## src/rtl/stby_ctl.sv

```systemverilog
module stby_ctl #(
  parameter int NIRQ      = 4,
  parameter int ENTRY_CYC = 4
) (
  input  logic              clk,
  input  logic              rst,
  input  logic              stby_wr,
  input  logic [1:0]        stby_mode,
  input  logic [NIRQ-1:0]   irq_req,
  input  logic [2*NIRQ-1:0] irq_lvl,
  input  logic              cpu_ie,
  input  logic [1:0]        cpu_ilm,
  input  logic [1:0]        clk_sel,
  input  logic [1:0]        clk_mon,
  output logic              halt,
  output logic              stby_active,
  output logic              wake,
  output logic              take_irq,
  output logic              resume_next,
  output logic              mode_err,
  output logic [1:0]        stby_mode_q
);
  localparam int CW = (ENTRY_CYC > 2) ? $clog2(ENTRY_CYC) : 1;
  localparam logic [CW-1:0] CNT_LOAD = CW'(ENTRY_CYC - 1);

  typedef enum logic [1:0] {ST_IDLE, ST_ENTER, ST_STBY, ST_WAKE} st_t;

  st_t           st;
  logic [CW-1:0] cnt;
  logic          acc_q;
  logic [1:0]    best_lvl;

  always_comb begin
    best_lvl = 2'b11;
    for (int i = 0; i < NIRQ; i++)
      if (irq_req[i] && irq_lvl[2*i +: 2] < best_lvl)
        best_lvl = irq_lvl[2*i +: 2];
  end

  wire hi_pend = (best_lvl != 2'b11);
  wire clk_ok  = (clk_sel == clk_mon);
  wire wr_go   = stby_wr && (stby_mode != 2'b00);

  always_ff @(posedge clk) begin
    if (rst) begin
      st          <= ST_IDLE;
      cnt         <= '0;
      acc_q       <= 1'b0;
      mode_err    <= 1'b0;
      stby_mode_q <= 2'b00;
    end else begin
      case (st)
        ST_IDLE:
          if (wr_go) begin
            if (!clk_ok) mode_err <= 1'b1;
            else if (!hi_pend) begin
              st          <= ST_ENTER;
              cnt         <= CNT_LOAD;
              stby_mode_q <= stby_mode;
            end
          end
        ST_ENTER:
          if (hi_pend) begin
            st          <= ST_IDLE;
            stby_mode_q <= 2'b00;
          end else if (cnt == '0) st <= ST_STBY;
          else cnt <= cnt - 1'b1;
        ST_STBY:
          if (hi_pend) begin
            st    <= ST_WAKE;
            acc_q <= cpu_ie && (best_lvl < cpu_ilm);
          end
        default: begin
          st          <= ST_IDLE;
          stby_mode_q <= 2'b00;
        end
      endcase
    end
  end

  assign halt        = (st == ST_STBY);
  assign stby_active = (st == ST_ENTER) || (st == ST_STBY);
  assign wake        = (st == ST_WAKE);
  assign take_irq    = wake && acc_q;
  assign resume_next = wake && !acc_q;

  a_r2_halt_from_entry: assert property (@(posedge clk) disable iff (rst)
    $rose(halt) |-> $past(st) == ST_ENTER);
  a_r7_cancel_no_halt: assert property (@(posedge clk) disable iff (rst)
    (st == ST_ENTER && hi_pend) |=> !halt && !stby_active);
  a_r8_wake_one_cycle: assert property (@(posedge clk) disable iff (rst)
    wake |=> !wake && !halt);
  a_r8_wake_after_halt: assert property (@(posedge clk) disable iff (rst)
    $rose(wake) |-> !halt && $past(halt));
  a_r8_low_level_holds: assert property (@(posedge clk) disable iff (rst)
    (halt && !hi_pend) |=> halt);
  a_r9_one_outcome: assert property (@(posedge clk) disable iff (rst)
    (wake |-> (take_irq != resume_next)) and (!wake |-> !take_irq && !resume_next));
  a_r6_err_sticky: assert property (@(posedge clk) disable iff (rst)
    mode_err |=> mode_err);
endmodule

```

## config.mk

```make
export PLATFORM = sky130hd
export DESIGN_NAME = stby_ctl
export DESIGN_NICKNAME = d
export VERILOG_FILES = /design/src/rtl/stby_ctl.sv
export SDC_FILE = /design/constraint.sdc
export NUM_CORES = 1
export LEC_CHECK = 0
export BUFFER_PORTS_ARGS = -buffer_cell sky130_fd_sc_hd__buf_2
export CORE_MARGIN = 2
export CORE_UTILIZATION = 35
export DETAILED_ROUTE_END_ITERATION = 8
export PLACE_DENSITY = 0.58
export SLEW_MARGIN = 20
export SYNTH_ARGS = -nofsm -noshare
export SYNTH_HDL_FRONTEND = slang
export SYNTH_SLANG_ARGS = --single-unit
```

## constraint.sdc

```tcl
create_clock -name clk -period 4.4 [get_ports clk]
set_input_delay 1.32 -clock clk [delete_from_list [all_inputs] [get_ports clk]]
set_output_delay 1.32 -clock clk [all_outputs]
set_load 0.02 [all_outputs]
```

==> impl_metrics.json <==
{
  "highest_count_cells_in_the_layout_ignoring_fill_and_taps": "sky130_fd_sc_hd__buf_2, sky130_fd_sc_hd__inv_1, sky130_fd_sc_hd__nand2_1",
  "layout_commonest_cell": "sky130_fd_sc_hd__buf_2",
  "floorplan.io_pins": 32,
  "rrSetupSlack_ps": 2510,
  "design.die.area_um2": 2783,
  "slew_headroom_pct": 65.94,
  "cts_hold_buf": 0,
  "vias": 856,
  "rr_endpoint": "st[0]",
  "gate_count_after_technology_mapping": 102,
  "worst-setup-path-type": "input pin to register",
  "fin_crit_sh_pct": 94.19,
  "worst_setup_slack_before_clock_tree_synthesis_ps": -79.06,
  "start_util_pct": 37.25,
  "tritoncts_clock_tree": "built",
  "grt_start_max_net_pins": 10,
  "worst_hold_path_type": "register to register",
  "synth_async_sr_flop_share_pct": 0,
  "synth_warnings": 0,
  "routedWlPerCell_um": 11.55,
  "drv_slew": 0,
  "startpoint_of_the_most_critical_setup_path": "irq_lvl[1]",
  "core-area_um2": 2233,
  "unrepaired_setup_endpoints_after_global_routing": "false",
  "cts_sinks": 8,
  "placedCellCount": 162,
  "die_width_um": 52.76,
  "clk_transition_reported_paths_ps": 60,
  "fin_crit_ps": 4144,
  "cts_buffers": 3,
  "postSynthNetCount": 135,
  "drt_first_pass_iters": 6,
  "timing.critical_path.to_type": "register",
  "cts_h_tree_depth": 1,
  "antenna_cells": 0,
  "drt_drc_violations_left": 0,
  "tightest_slew_ps": 498.0,
  "synth_cell_types": 40,
  "p_leak_nw": 0.5370,
  "mappedNetlistArea_um2": 832.0,
  "clock_latency_ps": 260,
  "maxClockFrequency_ghz": 0.2413,
  "floorplan.rows": 17,
  "post-layout-total-power_mw": 0.3381,
  "run_status": "finished, final reports clean",
  "clock_tree.buffer_depth": 2,
  "synth-seq-cells": 8,
  "grt_pass1_vias": 799,
  "drt_iter0_drc": 8,
  "post_synth.cell_area_avg_um2": 8.157,
  "vdd_drop_max_uv": 174.5,
  "startpoint_kind_of_the_worst_setup_timing_path": "input pin",
  "reg2regPathDepth": 6,
  "place.detailed.hpwl_um": 1577,
  "root_buffer": "sky130_fd_sc_hd__clkbuf_4",
  "maxCapViolations": 0,
  "worstPathArrival_ps": 4290,
  "final-hold-violation-count": 0,
  "finalSetupViolCount": 0,
  "worst_r2r_startpoint": "st[0]",
  "final_antenna_net_count": 0,
  "finalNetCount": 173,
  "finalWeightedCongestion": 0.7822,
  "grt.overflow.total": 0,
  "worst-endpoint-required_ps": 4550,
  "synth-edff-count": 0,
  "area_delta_synth_final_pct": 28.42,
  "grt_pass1_wl_um": 3167,
  "post_drt_via_cell_ratio": 5.157,
  "total_wire_length_after_detailed_routing_um": 1918,
  "final_core_utilization_pct": 47.84,
  "path_max_fanout": 5,
  "worst_setup_path_endpoint": "st[0]",
  "pwr_density_cell_nw_per_um2": 316.5,
  "grt_use_total_pct": 15.55,
  "final-instance-count-excl-fill": 166,
  "worst_clock_skew_ps": 0.8399,
  "synth_sequential_area_ratio_pct": 19.25,
  "post-route-worst-setup-slack_ps": 255.9,
  "yosys_most_used_dff": "sky130_fd_sc_hd__dfxtp_1",
  "port-buffer-count": 31,
  "initial_antenna_violation_count": 0,
  "drive_gt1_share_pct": 32.61,
  "die-height_um": 52.76
}
==> cell type report <==
type | instances | area (um^2)
flip-flops and latches | 8 | 160.2
repair buffers | 34 | 177.7
inverters | 12 | 45.04
clock buffers | 3 | 22.52
multi-input cells | 81 | 628.1
well taps | 28 | 35.03
fillers | 241 | 1165
==> cell usage after synthesis (2+ instances only) <==
cell type / n / share of area [%]
sky130_fd_sc_hd__a21boi_0: 2 / 1.8
sky130_fd_sc_hd__a21oi_1: 2 / 1.2
sky130_fd_sc_hd__a311oi_1: 2 / 2.1
sky130_fd_sc_hd__a31oi_1: 4 / 3.0
sky130_fd_sc_hd__and2b_1: 2 / 1.8
sky130_fd_sc_hd__dfxtp_1: 8 / 19
sky130_fd_sc_hd__ha_1: 9 / 14
sky130_fd_sc_hd__inv_1: 12 / 5.4
sky130_fd_sc_hd__mux2_4: 2 / 3.6
sky130_fd_sc_hd__mux2i_1: 5 / 6.0
sky130_fd_sc_hd__nand2_1: 10 / 4.5
sky130_fd_sc_hd__nand4b_1: 2 / 2.1
sky130_fd_sc_hd__nor2_1: 7 / 3.2
sky130_fd_sc_hd__nor2b_1: 5 / 3.8
sky130_fd_sc_hd__nor3b_1: 2 / 1.8
sky130_fd_sc_hd__o211ai_1: 2 / 1.8
sky130_fd_sc_hd__o21ai_0: 2 / 1.2
sky130_fd_sc_hd__xor2_1: 2 / 2.1
==> state kept, by name (all words and copies together) (netlist names) <==
register	flops
mode_err	1
acc_q	1
st	2
stby_mode_q	2
cnt	2
==> report_power, final <==
part	switching, mW	leakage (nW)	internal, mW	total, mW
sequential	0.0109	0.0650	0.0851	0.0960
clock	0.0277	0.0138	0.0314	0.0591
combinational	0.0985	0.458	0.0846	0.183
==> worst min path at each step <==
stage	slack [ps]	from	to	cells past startpoint
detailed placement	440	mode_err	mode_err	2
global placement	440	mode_err	mode_err	2
global route	480	stby_mode_q[1]	stby_mode_q[1]	2
floorplan	450	acc_q	acc_q	2
CTS	450	mode_err	mode_err	2
finish	450	mode_err	mode_err	2
==> routing by layer <==
layer,share of wire (%),GRT usage (%),wire length (um)
met1,45,17.26,868
met2,49,26.46,940
met3,4.2,3.714,80
met4,1.5,9.402,29
met5,0,0,0
==> metrics by stage <==
step | hold slack [ps] | setup TNS, ps | area [um^2]
3_5_place_dp | 442.9 | -114.9 | 1033
2_1_floorplan | 445.1 | 0 | 832.0
5_1_grt | 483.0 | 0 | 1069
6_report | 453.6 | 0 | 1069
4_1_cts | 454.0 | 0 | 1056
3_3_place_gp | 435.6 | 0 | 1033
==> worst max-delay path: stages <==
cell and delay (ps):
sky130_fd_sc_hd__buf_2 100, sky130_fd_sc_hd__and2b_1 200, sky130_fd_sc_hd__nor2_1 130, sky130_fd_sc_hd__inv_1 60, sky130_fd_sc_hd__ha_1 320, sky130_fd_sc_hd__inv_1 60, sky130_fd_sc_hd__o211ai_1 210, sky130_fd_sc_hd__mux2i_1 290
sky130_fd_sc_hd__ha_1 220, sky130_fd_sc_hd__nand2_1 70, sky130_fd_sc_hd__a2111oi_0 480, sky130_fd_sc_hd__a211oi_2 90, sky130_fd_sc_hd__nand2_2 130, sky130_fd_sc_hd__mux2_4 320, sky130_fd_sc_hd__mux2_4 300
==> cell families (layout without fill, tap and decap cells) <==
group,after synthesis,in the layout,share of synthesized area [%]
and+or+nand+nor,41,41,29.17
AOI/OAI and AO/OA,22,22,20.45
buffers and inverters,13,49,5.864
adders and majority gates,9,9,13.53
DFF,8,8,19.25
muxes,7,7,9.624
xor gates and xnor gates,2,2,2.106
==> repair_timing <==
action / in CTS / in global routing
resized for setup: 0 / 1
endpoints found under the hold margin: 0 / 0
setup buffers: 0 / 1
endpoints found under the setup margin: 0 / 5
(Power assumes the default switching activity.)
